==> config.mk <==
export PLATFORM = sky130hd
export DESIGN_NAME = vfx_trap_unit
export DESIGN_NICKNAME = d
export VERILOG_FILES = /design/src/rtl/vfx_pkg.sv /design/src/rtl/vfx_cause_enc.sv /design/src/rtl/vfx_lane_seq.sv /design/src/rtl/vfx_trap_unit.sv
export SDC_FILE = /design/constraint.sdc
export NUM_CORES = 1
export LEC_CHECK = 0
export CORE_MARGIN = 2
export CORE_UTILIZATION = 49
export DETAILED_ROUTE_END_ITERATION = 12
export PLACE_DENSITY_LB_ADDON = 0.25
export SLEW_MARGIN = 15
export SYNTH_ARGS = -nofsm -noshare
export SYNTH_HDL_FRONTEND = slang
export SYNTH_SLANG_ARGS = --single-unit
==> constraint.sdc <==
create_clock -name clk -period 3.47 [get_ports clk]
set_input_delay 0.694 -clock clk [delete_from_list [all_inputs] [get_ports clk]]
set_output_delay 0.694 -clock clk [all_outputs]
set_load 0.005 [all_outputs]
==> src/rtl/vfx_pkg.sv <==
package vfx_pkg;
  localparam int NFLAG  = 5;
  localparam int CODE_W = 4;
  localparam int IDX_F  = 4;
  localparam int VIC_W  = IDX_F + CODE_W;

  // flag bit positions; cause code of bit i is NFLAG - i
  localparam int FB_INV = 4;
  localparam int FB_DVZ = 3;
  localparam int FB_OVF = 2;
  localparam int FB_UNF = 1;
  localparam int FB_INX = 0;

  typedef enum logic [1:0] {
    ST_IDLE = 2'd0,
    ST_SCAN = 2'd1,
    ST_DONE = 2'd2
  } st_e;
endpackage

==> src/rtl/vfx_cause_enc.sv <==
module vfx_cause_enc
  import vfx_pkg::*;
#(
  parameter int NF = NFLAG,
  parameter int CW = CODE_W
) (
  input  logic [NF-1:0] flags_i,
  input  logic [NF-1:0] en_i,
  input  logic          xsup_i,
  output logic          hit_o,
  output logic [CW-1:0] cause_o
);
  logic [NF-1:0] mask;
  logic [NF-1:0] hits;

  always_comb begin
    mask = en_i;
    if (xsup_i) mask[FB_INX] = 1'b0;
    hits = flags_i & mask;
    cause_o = '0;
    // higher bit overrides lower: invalid ends with the smallest code
    for (int i = 0; i < NF; i++) begin
      if (hits[i]) cause_o = CW'(NF - i);
    end
    hit_o = |hits;
  end
endmodule

==> src/rtl/vfx_lane_seq.sv <==
module vfx_lane_seq
  import vfx_pkg::*;
#(
  parameter int MAX_LANES = 4,
  parameter int IDX_W     = (MAX_LANES > 1) ? $clog2(MAX_LANES) : 1
) (
  input  logic             clk,
  input  logic             rst,
  input  logic             start_i,
  input  logic [1:0]       fmt_i,
  input  logic             single_i,
  input  logic             fire_i,
  input  logic             stop_i,
  output logic             idle_o,
  output logic             scan_o,
  output logic             finish_o,
  output logic [IDX_W-1:0] idx_o
);
  localparam int CNT_W = IDX_W + 1;

  st_e              state;
  logic [CNT_W-1:0] lanes;
  logic             last;

  always_comb begin
    lanes = CNT_W'(MAX_LANES >> fmt_i);
    if (lanes == '0) lanes = CNT_W'(1);
  end

  assign last     = single_i || ({1'b0, idx_o} == lanes - CNT_W'(1));
  assign idle_o   = (state == ST_IDLE);
  assign scan_o   = (state == ST_SCAN);
  assign finish_o = scan_o && fire_i && (stop_i || last);

  always_ff @(posedge clk) begin
    if (rst) begin
      state <= ST_IDLE;
      idx_o <= '0;
    end else begin
      case (state)
        ST_IDLE: if (start_i) begin
          state <= ST_SCAN;
          idx_o <= '0;
        end
        ST_SCAN: begin
          if (finish_o)    state <= ST_DONE;
          else if (fire_i) idx_o <= idx_o + IDX_W'(1);
        end
        default: state <= ST_IDLE;
      endcase
    end
  end
endmodule

==> src/rtl/vfx_trap_unit.sv <==
module vfx_trap_unit
  import vfx_pkg::*;
#(
  parameter int MAX_LANES = 4
) (
  input  logic             clk,
  input  logic             rst,
  input  logic             start_i,
  input  logic [1:0]       fmt_i,
  input  logic             single_i,
  input  logic             xsup_i,
  input  logic [NFLAG-1:0] trap_en_i,
  input  logic             lane_valid_i,
  input  logic [NFLAG-1:0] lane_flags_i,
  output logic             lane_ready_o,
  output logic             done_o,
  output logic             trap_o,
  output logic [VIC_W-1:0] vic_o,
  output logic             wr_en_o,
  output logic             flag_wr_o,
  output logic [NFLAG-1:0] flag_or_o
);
  localparam int IDX_W = (MAX_LANES > 1) ? $clog2(MAX_LANES) : 1;

  logic [1:0]       cfg_fmt;
  logic             cfg_single;
  logic             cfg_xsup;
  logic [NFLAG-1:0] cfg_en;
  logic [NFLAG-1:0] acc;
  logic [NFLAG-1:0] acc_nx;
  logic             idle;
  logic             scan;
  logic             fire;
  logic             finish;
  logic             hit;
  logic [CODE_W-1:0] cause;
  logic [IDX_W-1:0]  idx;

  assign fire         = lane_valid_i && scan;
  assign lane_ready_o = scan;
  assign acc_nx       = acc | lane_flags_i;

  vfx_cause_enc #(.NF(NFLAG), .CW(CODE_W)) u_enc (
    .flags_i (lane_flags_i),
    .en_i    (cfg_en),
    .xsup_i  (cfg_xsup),
    .hit_o   (hit),
    .cause_o (cause)
  );

  vfx_lane_seq #(.MAX_LANES(MAX_LANES), .IDX_W(IDX_W)) u_seq (
    .clk      (clk),
    .rst      (rst),
    .start_i  (start_i),
    .fmt_i    (cfg_fmt),
    .single_i (cfg_single),
    .fire_i   (fire),
    .stop_i   (hit),
    .idle_o   (idle),
    .scan_o   (scan),
    .finish_o (finish),
    .idx_o    (idx)
  );

  // configuration capture and flag accumulation
  always_ff @(posedge clk) begin
    if (rst) begin
      cfg_fmt    <= '0;
      cfg_single <= 1'b0;
      cfg_xsup   <= 1'b0;
      cfg_en     <= '0;
      acc        <= '0;
    end else if (idle && start_i) begin
      cfg_fmt    <= fmt_i;
      cfg_single <= single_i;
      cfg_xsup   <= xsup_i;
      cfg_en     <= trap_en_i;
      acc        <= '0;
    end else if (fire) begin
      acc <= acc_nx;
    end
  end

  // registered result, valid for the single done cycle
  always_ff @(posedge clk) begin
    if (rst || !finish) begin
      done_o    <= 1'b0;
      trap_o    <= 1'b0;
      vic_o     <= '0;
      wr_en_o   <= 1'b0;
      flag_wr_o <= 1'b0;
      flag_or_o <= '0;
    end else begin
      done_o    <= 1'b1;
      trap_o    <= hit;
      vic_o     <= hit ? {IDX_F'(idx), cause} : '0;
      wr_en_o   <= !hit;
      flag_wr_o <= !hit && (acc_nx != '0);
      flag_or_o <= acc_nx;
    end
  end
endmodule

Word-level counts from Yosys, hierarchy flattened
Index checks and enable logic that the tools add are counted.
{"block": "totals", "reg_bits": 35, "input_bits": 18, "out_inout_bits": 18, "word_cells": 66}
{"block": "classes", "add_sub_neg": 2, "eq_ne": 6, "shift": 1, "muxes": 15, "bitwise": 3, "n_reduce_logical": 22}
{"cell": "two-way mux 2 bit", "count": 7}
{"cell": "OR reduction 5 bit", "count": 2}
{"cell": "two-way mux 3 bit", "count": 3}
{"cell": "one-hot mux 2 bit (2 select lines)", "count": 2}
{"cell": "OR reduction 6 bit", "count": 1}
{"cell": "bitwise AND 5 bit", "count": 1}
{"cell": "logical AND 1 bit", "count": 5}
{"cell": "bitwise OR 5 bit", "count": 1}
{"cell": "nonzero test 5 bit", "count": 1}
{"cell": "inequality test 2 x 1 -> 1 bit (second input constant)", "count": 2}
{"cell": "inequality test 2 bit (second input constant)", "count": 2}
{"cell": "AND reduction 4 bit", "count": 1}
{"cell": "OR reduction 2 bit", "count": 2}
{"cell": "== test 2 x 3 -> 1 bit", "count": 1}
{"cell": "logical NOT 3 bit", "count": 1}
{"cell": "logical OR 1 bit", "count": 3}
{"cell": "two-way mux 1 bit", "count": 3}
{"cell": "OR reduction 3 bit", "count": 1}
{"cell": ">> shifter 3 x 2 -> 3 bit (first input constant)", "count": 1}
{"cell": "subtractor 3 x 1 -> 3 bit (second input constant)", "count": 1}
{"cell": "adder 2 x 1 -> 2 bit (second input constant)", "count": 1}
{"cell": "== test 2 x 1 -> 1 bit (second input constant)", "count": 1}
{"cell": "logical NOT 1 bit", "count": 2}
{"cell": "logical NOT 2 bit", "count": 1}
{"cell": "3 further kinds", "count": 3}

Longest topological paths before layout
Gate-level depths: netlist (run 1).
{"block": "logic_depth", "ltp_word": 11, "ltp_mapped": 6, "ltp_nobuf": 5}

Modules after synthesis
Synthesis (run 1) repeated with hierarchy kept, for this count alone.
{"block": "unflattened", "cells_unflattened": 144, "area_unflattened_um2": 1348.8}
{"module": "vfx_trap_unit", "instances": 1, "cells_each": 99, "area_per_inst_um2": 1021.0}
{"module": "vfx_lane_seq", "instances": 1, "cells_each": 31, "area_per_inst_um2": 240.2}
{"module": "vfx_cause_enc", "instances": 1, "cells_each": 14, "area_per_inst_um2": 87.6}

Worst setup path after synthesis (run 1)
OpenSTA, ideal clock, no wires.
{"block": "synth_path", "path_kind": "input port to flip-flop", "startpoint": "input port lane_flags_i[2]", "endpoint": "register u_seq.idx_o[1]", "setup_time_ns": 0.070, "arrival_time_ns": 1.895, "required_time_ns": 3.400, "path_slack_ns": 1.506, "stages": 5, "path_buffers": 0, "path_cell_list": "a222oi_1 nand4_1 nor4_2 mux2_1 a21oi_1"}
{"block": "synth_via", "elab_chain_len": 6}
{"element": "start: declaration", "line_no": "vfx_trap_unit.sv:14", "rtl": "input logic [NFLAG-1:0] lane_flags_i,"}
{"element": "bitwise AND 5 bit", "line_no": "vfx_cause_enc.sv:19", "rtl": "hits = flags_i & mask;"}
{"element": "OR reduction 5 bit", "line_no": "vfx_cause_enc.sv:25", "rtl": "hit_o = |hits;"}
{"element": "logical OR 1 bit", "line_no": "vfx_lane_seq.sv:33", "rtl": "assign finish_o = scan_o && fire_i && (stop_i || last);"}
{"element": "logical AND 1 bit", "line_no": "vfx_lane_seq.sv:33"}
{"element": "inequality test 2 bit (no line)"}
{"element": "AND reduction 4 bit (no line)"}
{"element": "end signal: assignment", "line_no": "vfx_lane_seq.sv:47", "rtl": "else if (fire_i) idx_o <= idx_o + IDX_W'(1);"}
{"element": "end: declaration", "line_no": "vfx_lane_seq.sv:17", "rtl": "output logic [IDX_W-1:0] idx_o"}
No other way between the ends.
A chain may end at the register's enable or synchronous reset.

Worst setup path after layout (run 1)
Ends and elaborated chain as after synthesis.

==> metrics.txt, run 1 <==
outcome finished clean; antenna violations before repair 0; Post-DRT Antenna Nets 0; uppermost layer routed met4; gr ovfl total 0; worst clock skew 0.00909 ns; global-route wire length before repair 3.62 mm; overall die height 53.8 µm; Setup TNS Final 0 ns; Leakage Power 0.601 nW; crit path time final 2.29 ns; per-cell routed wire length 11.6 µm; total power after layout 0.698 mW; path depth of the worst reg2reg path 5; number of ports placed on the die boundary 36; count of non-filler cells in the finished layout 201; worst flop-to-flop path startpoint cfg_en[2]; Yosys warnings 0; cell count after synthesis 137; number of library cell types mapped by synthesis 31; number of gates resized after cts 0; die outline area 2890 µm²; DR vias 1,011; buffers added on ports 32; ANT cells 0; DR vias/cell 5.03; cell at the root of the clock tree sky130_fd_sc_hd__clkbuf_4; Detail Placement HPWL 1.72 mm; PwrDens 442 nW/µm²; cell row count 18; placer congestion estimate 0.856; cell depth of the worst hold path 2; max-cap viol count 0; share of layout cells above drive strength 1 0.0760; final core utilization 0.656; required arrival time at the worst endpoint 3.74 ns; largest net degree at the start of global routing 19; routed wire length on met2 1.15 mm; number of nets in the final layout 188; slack of the worst reg-to-reg path 1.70 ns; Placed Instances 193; Worst Tran Pin Value 0.544 ns; peak fanout along the critical path 5; number of sinks handled by clock tree synthesis 32; cell area after synthesis 1210 µm²; CTS tree built; clk slew on worst S/H paths 0.10 ns; worst supply voltage drop on vdd 0.292 mV; number of buffers inserted to repair setup after CTS 0; CP endpoint kind flop; beginning of the worst hold path cfg_xsup; number of global-route vias before repair 886; number of filler cells placed in the layout 210; number of buffers on the longest clock path 2; sink of the worst hold path cfg_xsup; leading cell types in the layout, fill and taps excluded sky130_fd_sc_hd__dfxtp_1, sky130_fd_sc_hd__clkdlybuf4s50_1, sky130_fd_sc_hd__nand2_1, sky130_fd_sc_hd__a21oi_1, sky130_fd_sc_hd__nor2_1; count of endpoints failing setup in the final report 0; startpoint-to-endpoint class of the critical path primary input to flop; source-to-sink clock delay at the later pin of the worst-skew pair 0.33 ns; number of buffers created by CTS 5; type of element launching the critical path primary input; overall routing resource usage 0.182; die outline width 53.8 µm; worst slew margin relative to its limit 0.638; highest achievable clock rate 0.437 GHz; Pre-Repair DR Iteration Count 5; violation count after the first detailed-route iteration 25; DRC violation count after routing 0; placeable core region 2410 µm²; Post-Synthesis Mean Instance Area 8.87 µm²; portion of the post-synthesis area used by sequential elements 0.527; path class of the lowest-slack min-delay path flop to flop; CTS H-tree depth 2; routed length on met1 985 µm; worst endpoint data arrival time 2.56 ns; Area Overhead vs Synth 30.1%; WL final 2.33 mm; Post-CTS Hold Fix Bufs 0; post-route clock period utilization 0.660; initial core utilization 0.504; Hold Violations, Final 0; flop and latch count out of synthesis 32; unrepaired setup endpoints after global routing no; R2R Path End u_seq.idx_o[1]; pins over their slew limit 0; Met3 Routed Length 155 µm
## synth_stat cells
library cell               number  area [µm²]
sky130_fd_sc_hd__dfxtp_1       32         641
sky130_fd_sc_hd__nand2b_1       2        12.5
sky130_fd_sc_hd__or2b_2         1        8.76
sky130_fd_sc_hd__and2_1         3        18.8
sky130_fd_sc_hd__buf_4          3        22.5
sky130_fd_sc_hd__clkbuf_4       1        7.51
sky130_fd_sc_hd__inv_1          2        7.51
sky130_fd_sc_hd__and4_1         1        8.76
sky130_fd_sc_hd__mux2_1         1        11.3
sky130_fd_sc_hd__nor3b_1        1        7.51
sky130_fd_sc_hd__nor3_1         7        35.0
sky130_fd_sc_hd__a311oi_1       1        8.76
sky130_fd_sc_hd__clkbuf_1       3        11.3
sky130_fd_sc_hd__mux2_2         1        11.3
sky130_fd_sc_hd__and2b_2        1        8.76
sky130_fd_sc_hd__nor2_1        15        56.3
sky130_fd_sc_hd__clkbuf_8       1        13.8
sky130_fd_sc_hd__and3b_1        1        8.76
sky130_fd_sc_hd__nand4_1        1        6.26
sky130_fd_sc_hd__nand3b_1       3        22.5
sky130_fd_sc_hd__nor4_2         1        12.5
sky130_fd_sc_hd__a22oi_1        1        7.51
sky130_fd_sc_hd__a222oi_1       1        10.0
sky130_fd_sc_hd__nor3b_2        1        12.5
sky130_fd_sc_hd__nand2_1       27         101
sky130_fd_sc_hd__a21oi_1       18        90.1
sky130_fd_sc_hd__a21boi_0       2        15.0
sky130_fd_sc_hd__conb_1         1        3.75
sky130_fd_sc_hd__buf_6          1        11.3
sky130_fd_sc_hd__and3_2         1        7.51
sky130_fd_sc_hd__a21o_1         2        15.0
## through the flow
step | hold slack (ns) | worst slack, ns | cell area, µm²
final | 0.459 | 1.18 | 1580
after global routing | 0.483 | 0.983 | 1580
after CTS | 0.459 | 1.18 | 1580
after detailed placement | 0.445 | 0.835 | 1520
after global placement | 0.440 | 0.908 | 1520
after floorplan | 0.428 | 1.51 | 1220
## state kept, by name, summed over array words and instances (netlist names)
| register | cells |
|---|---|
| flag_or_o | 5 |
| trap_o | 1 |
| done_o | 1 |
| acc | 5 |
| cfg_single | 1 |
| cfg_fmt | 2 |
| cfg_en | 5 |
| u_seq.state | 2 |
| cfg_xsup | 1 |
| vic_o | 5 |
| wr_en_o | 1 |
| flag_wr_o | 1 |
| u_seq.idx_o | 2 |
## worst max-delay path, stage by stage
cell,delay (ns)
sky130_fd_sc_hd__clkdlybuf4s50_1,0.48
sky130_fd_sc_hd__a222oi_1,0.48
sky130_fd_sc_hd__nand4_1,0.16
sky130_fd_sc_hd__nor4_2,0.25
sky130_fd_sc_hd__mux2_1,0.36
sky130_fd_sc_hd__a21oi_1,0.13
## power breakdown
part / switching, mW / leakage, nW / total [mW] / internal [mW]
Clock: 0.117 / 0.0326 / 0.217 / 0.0998
Sequential: 0.00968 / 0.260 / 0.391 / 0.381
Combinational: 0.0446 / 0.308 / 0.0903 / 0.0457
Total: 0.171 / 0.601 / 0.698 / 0.527
## per-layer routing
layer  GRT usage  vias to the layer above
met1       0.195                      451
met4       0.107                        0
met2       0.297                       31
met3      0.0778                        8
li1            -                      521
met5           0                        -
## worst max-delay path by stage
stage / startpoint / end / slack, ns / cells after the start
2_1_floorplan: lane_flags_i[2] / u_seq.idx_o[1] / 1.51 / 5
3_3_place_gp: lane_flags_i[2] / u_seq.idx_o[1] / 0.91 / 6
3_5_place_dp: lane_flags_i[2] / u_seq.idx_o[1] / 0.84 / 6
4_1_cts: lane_flags_i[2] / u_seq.idx_o[1] / 1.18 / 6
5_1_grt: lane_flags_i[2] / u_seq.idx_o[1] / 0.98 / 6
6_report: lane_flags_i[2] / u_seq.idx_o[1] / 1.18 / 6
## logic make-up (layout without fill, tap and decap cells)
kind of cell,count (synthesis),after routing,share of synthesized area
other,1,3,0.00309
AND/OR/NAND/NOR,66,66,0.270
buffers and inverters,11,43,0.0608
AO/OA/AOI/OAI,25,25,0.120
multiplexers,2,2,0.0185
flip-flops,32,32,0.527
## layout make-up
class / instances / area, µm² / area share
flip-flops and latches: 32 / 641 / 0.405
multi-input cells: 96 / 508 / 0.321
repair buffers: 33 / 328 / 0.207
clock buffers: 8 / 58.8 / 0.0372
well taps: 30 / 37.5 / 0.0238
inverters: 2 / 7.51 / 0.00475
Power figures use the tool's default switching activity.
==> run 2: changes to the inputs <==
CORE_UTILIZATION = 41   (was 49)
clock period = 1.9 ns   (was 3.47 ns; I/O delays follow)
==> metrics.txt, run 2 (synthesis gave the netlist of run 1 again) <==
initial core utilization 0.437 (-0.0674); number of buffers inserted to repair setup after CTS 0 (unchanged); most frequent standard cell in the layout excluding fill and tap cells sky130_fd_sc_hd__dfxtp_1; cell at the root of the clock tree sky130_fd_sc_hd__clkbuf_4; violation count after the first detailed-route iteration 23 (-8.0%); placer congestion estimate 0.854 (-0.25%); slack of the worst reg-to-reg path 0.19 ns (-1.51 ns); gr ovfl total 0 (unchanged); number of filler cells placed in the layout 263 (+25%); number of buffers on the longest clock path 2 (unchanged); combined area of the multi-input logic cells 517 µm² (+1.7%); type of element launching the critical path flop; required arrival time at the worst endpoint 1.52 ns (-2.22 ns); antenna violations before repair 0 (unchanged); Critical Path Slowest Stage Cell sky130_fd_sc_hd__clkdlybuf4s50_1; global-route wire length before repair 4.22 mm (+17%); routed wire length on met2 1.25 mm (+9.0%); number of nets in the final layout 199 (+5.9%); area occupied by registers 641 µm² (unchanged); worst hold margin 0.464 ns (+0.00501 ns); worst flop-to-flop path startpoint cfg_en[2]; CP endpoint kind output port; crit path time final 1.77 ns; placed cell areas 1610 µm² (+5.5%); die outline width 58.4 µm (+8.6%); number of ports placed on the die boundary 36 (unchanged); Area Overhead vs Synth 36.4%; cell family with the largest share of critical-path delay buffers and inverters; CTS tree built; buffers added on ports 32 (unchanged); Post-Layout Inst Area 1660 µm² (+4.8%); CTS H-tree depth 2 (unchanged); post-route clock period utilization 0.930; final core utilization 0.596 (-0.0602); Hold Violations, Final 0 (unchanged); worst supply voltage drop on vdd 0.517 mV (+77%); cell row count 19 (+1); PwrDens 758 nW/µm² (+72%); clk slew on worst S/H paths 0.09 ns (about the same); source-to-sink clock delay at the later pin of the worst-skew pair 0.33 ns (about the same); beginning of the worst hold path cfg_en[0]; ANT cells 0 (unchanged); Leakage Power 0.654 nW (+8.8%); Met3 Routed Length 151 µm (-2.6%); share of layout cells above drive strength 1 0.133 (+0.0566); placeable core region 2780 µm² (+15%); per-cell routed wire length 12.0 µm (+3.6%); overall die height 58.4 µm (+8.6%); DR vias 1,064 (+5.2%); Pre-Repair DR Iteration Count 5 (unchanged); largest net degree at the start of global routing 18 (-1); DR vias/cell 5.02 (-0.22%); leading cell types in the layout, fill and taps excluded sky130_fd_sc_hd__dfxtp_1, sky130_fd_sc_hd__clkdlybuf4s50_1, sky130_fd_sc_hd__nand2_1, sky130_fd_sc_hd__a21oi_1, sky130_fd_sc_hd__nor2_1; overall routing resource usage 0.166 (-0.0159); number of global-route vias before repair 993 (+12%); WL final 2.55 mm (+9.2%); max-cap viol count 0 (unchanged); count of endpoints failing setup in the final report 0 (unchanged); total power after layout 1.26 mW (+80%); worst clock skew 0.00758 ns (-0.00151 ns); uppermost layer routed met4; worst endpoint data arrival time 1.39 ns (-1.17 ns); pins over their slew limit 0 (unchanged); number of sinks handled by clock tree synthesis 32 (unchanged); path class of the lowest-slack min-delay path flop to flop; Detail Placement HPWL 1.88 mm (+9.6%); critical path, cell by cell and2b_2 > clkdlybuf4s50_1; startpoint-to-endpoint class of the critical path flop to output port; sum of buffers and inverters on the critical path 1 (unchanged); routed length on met1 1.10 mm (+11%); peak fanout along the critical path 3 (-2); Post-DRT Antenna Nets 0 (unchanged); die outline area 3410 µm² (+18%); start point of the critical path u_seq.state[1]; unrepaired setup endpoints after global routing no; DRC violation count after routing 0 (unchanged); highest achievable clock rate 0.566 GHz; outcome finished clean; number of buffers created by CTS 5 (unchanged); critical path's largest stage delay 0.50 ns (+0.02 ns)
## run 2: through the flow
step                worst slack, ns  setup TNS [ns]  instances
global placement             -0.306           -1.31        205
detailed placement           -0.353           -1.39        205
CTS                          0.0194               0        212
floorplan                     0.250               0        139
global route                 0.0543               0        212
finish                        0.133               0        212
## run 2: report_power, final
group          internal [mW]  switching, mW
clock network          0.136          0.215
logic                  0.101         0.0900
registers              0.696         0.0176
total                  0.933          0.322
## run 2: timing repair
item | CTS | global route
hold endpoints to repair | 0 | 0
hold buffers | 0 | 0
pin swaps | 3 | 2
resized for setup | 3 | 1
setup endpoints to repair | 1 | 2
## run 2: worst register-to-register path, stage by stage, from the launching register on
cell and delay (ns):
sky130_fd_sc_hd__dfxtp_1 0.33, sky130_fd_sc_hd__a222oi_1 0.36, sky130_fd_sc_hd__buf_4 0.18, sky130_fd_sc_hd__nand4_1 0.12
sky130_fd_sc_hd__nor4_4 0.21, sky130_fd_sc_hd__mux2_1 0.35, sky130_fd_sc_hd__a21oi_1 0.12
## run 2: per-layer routing
layer	vias to the layer above	global-route usage
met5	-	0
li1	542	-
met1	485	0.186
met2	31	0.284
met4	0	0.0698
met3	6	0.0593
## run 2: final timing paths
kind / cells past startpoint / to
setup reg to reg: 6 / u_seq.idx_o[1]
hold / removal: 2 / cfg_en[0]
hold reg to reg: 2 / cfg_en[0]
setup / recovery: 2 / lane_ready_o
## run 2: cell type report
cell class | instances | area share
inverter | 2 | 0.00453
tap | 31 | 0.0234
multi-input combinational | 96 | 0.312
clock inverter | 1 | 0.00302
sequential | 32 | 0.387
timing repair buffer | 44 | 0.245
clock buffer | 6 | 0.0249
==> run 3: changes to the inputs <==
CORE_UTILIZATION = 49   (was 41)
PLACE_DENSITY_LB_ADDON = 0.05   (was 0.25)
clock period = 2.06 ns   (was 1.9 ns; I/O delays follow)
==> metrics.txt, run 3 (synthesis gave the netlist of run 1 again) <==
pins over their slew limit 0 (unchanged); post-route clock period utilization 0.931; Area Overhead vs Synth 35.5%; leading cell types in the layout, fill and taps excluded sky130_fd_sc_hd__dfxtp_1, sky130_fd_sc_hd__clkdlybuf4s50_1, sky130_fd_sc_hd__nand2_1, sky130_fd_sc_hd__a21oi_1, sky130_fd_sc_hd__nor2_1; type of element launching the critical path primary input; Pre-Repair DR Iteration Count 4 (-1); outcome finished clean; unrepaired setup endpoints after global routing no; share of layout cells above drive strength 1 0.124 (-0.00900); Post-CTS Hold Fix Bufs 0 (unchanged); placer congestion estimate 0.740 (-13%); Leakage Power 0.644 nW (-1.5%); PwrDens 734 nW/µm² (-3.2%); Post-DRT Antenna Nets 0 (unchanged); placeable core region 2410 µm² (-13%); number of nets in the final layout 196 (-1.5%); CTS H-tree depth 2 (unchanged); path class of the lowest-slack min-delay path flop to flop; internal power summed over all cells 0.926 mW (-0.73%); overall die height 53.8 µm (-7.9%); count of endpoints failing setup in the final report 0 (unchanged); ANT cells 0 (unchanged); WL final 2.36 mm (-7.2%); gr ovfl total 0 (unchanged); peak fanout along the critical path 3 (unchanged); crit path time final 1.92 ns; max-cap viol count 0 (unchanged); per-cell routed wire length 11.4 µm (-5.4%); number of buffers created by CTS 5 (unchanged); DR vias/cell 4.98 (-0.85%); cell row count 18 (-1); clock power share 0.314 (+0.035); proportion of power drawn by flip-flops and latches 0.545 (-0.023); cell at the root of the clock tree sky130_fd_sc_hd__clkbuf_4; DRC violation count after routing 0 (unchanged); antenna violations before repair 0 (unchanged); switching share of total power 0.233 (-0.0237); worst endpoint data arrival time 2.16 ns (+0.77 ns); switching component of the power 0.281 mW (-13%); worst clock skew 0.00786 ns (+0.000283 ns); die outline area 2890 µm² (-15%); number of sinks handled by clock tree synthesis 32 (unchanged); violation count after the first detailed-route iteration 24 (+4.3%); CTS tree built; CP endpoint kind flop; number of buffers on the longest clock path 2 (unchanged); worst supply voltage drop on vdd 0.602 mV (+16%); initial core utilization 0.504 (+0.0674); buffers added on ports 32 (unchanged); number of ports placed on the die boundary 36 (unchanged); worst hold margin 0.469 ns (+0.00543 ns); number of global-route vias before repair 991 (-0.20%); required arrival time at the worst endpoint 2.31 ns (+0.79 ns); die outline width 53.8 µm (-7.9%); Detail Placement HPWL 1.80 mm (-4.7%); highest achievable clock rate 0.521 GHz; Comb pwr share 0.141 (-0.011); DR vias 1,035 (-2.7%); source-to-sink clock delay at the later pin of the worst-skew pair 0.31 ns (-0.02 ns); global-route wire length before repair 4.13 mm (-2.1%); overall routing resource usage 0.204 (+0.0382); Setup TNS Final 0 ns (unchanged); number of buffers inserted to repair setup after CTS 0 (unchanged); largest net degree at the start of global routing 18 (unchanged); Hold Violations, Final 0 (unchanged); clk slew on worst S/H paths 0.09 ns (about the same); startpoint-to-endpoint class of the critical path primary input to flop; number of gates resized after cts 0 (-3)
-- run 3: critical path, stage by stage --
cell                              delay (ns)
sky130_fd_sc_hd__clkdlybuf4s50_1        0.43
sky130_fd_sc_hd__a222oi_1               0.34
sky130_fd_sc_hd__buf_4                  0.17
sky130_fd_sc_hd__nand4_1                0.08
sky130_fd_sc_hd__nor4_2                 0.23
sky130_fd_sc_hd__mux2_1                 0.36
sky130_fd_sc_hd__a21oi_1                0.13
-- run 3: area by class of cell --
| cell class | count | area (µm²) |
|---|---|---|
| well taps | 30 | 37.5 |
| fillers | 197 | 763 |
| repair buffers | 41 | 388 |
| clock buffers | 7 | 65.1 |
| multi-input cells | 96 | 508 |
| flip-flops and latches | 32 | 641 |
| inverters | 2 | 7.51 |
-- run 3: final timing paths --
| path | from | endpoint | slack [ns] | cells after the start |
|---|---|---|---|---|
| max reg2reg | cfg_en[2] | u_seq.idx_o[1] | 0.35 | 6 |
| min reg2reg | cfg_en[0] | cfg_en[0] | 0.47 | 2 |
| min | cfg_en[0] | cfg_en[0] | 0.47 | 2 |
| max | lane_flags_i[2] | u_seq.idx_o[1] | 0.14 | 7 |
-- run 3: metrics by stage --
stage	util	cell area (µm²)	total power [mW]	instances	setup WS, ns
2_1_floorplan	-	1220	0.766	139	0.378
3_3_place_gp	0.656	1580	0.840	201	-0.183
3_5_place_dp	0.656	1580	0.843	201	-0.177
4_1_cts	0.683	1650	1.22	208	0.142
5_1_grt	0.683	1650	1.27	208	0.0551
6_report	0.683	1650	1.21	208	0.142
-- run 3: metal layers --
layer  vias to the layer above  share of wire  track usage
met1                       464           0.47        0.237
li1                        534              -            -
met3                         4          0.049       0.0833
met5                         -              0            0
met4                         0          0.011       0.0940
met2                        33           0.47        0.327
-- run 3: power by group through the flow --
stage | Sequential, mW | Clock [mW] | Combinational [mW]
after floorplan | 0.669 | 0 | 0.0969
after global placement | 0.672 | 0 | 0.168
after detailed placement | 0.673 | 0 | 0.171
after CTS | 0.658 | 0.388 | 0.171
after global routing | 0.662 | 0.416 | 0.191
final | 0.658 | 0.379 | 0.171
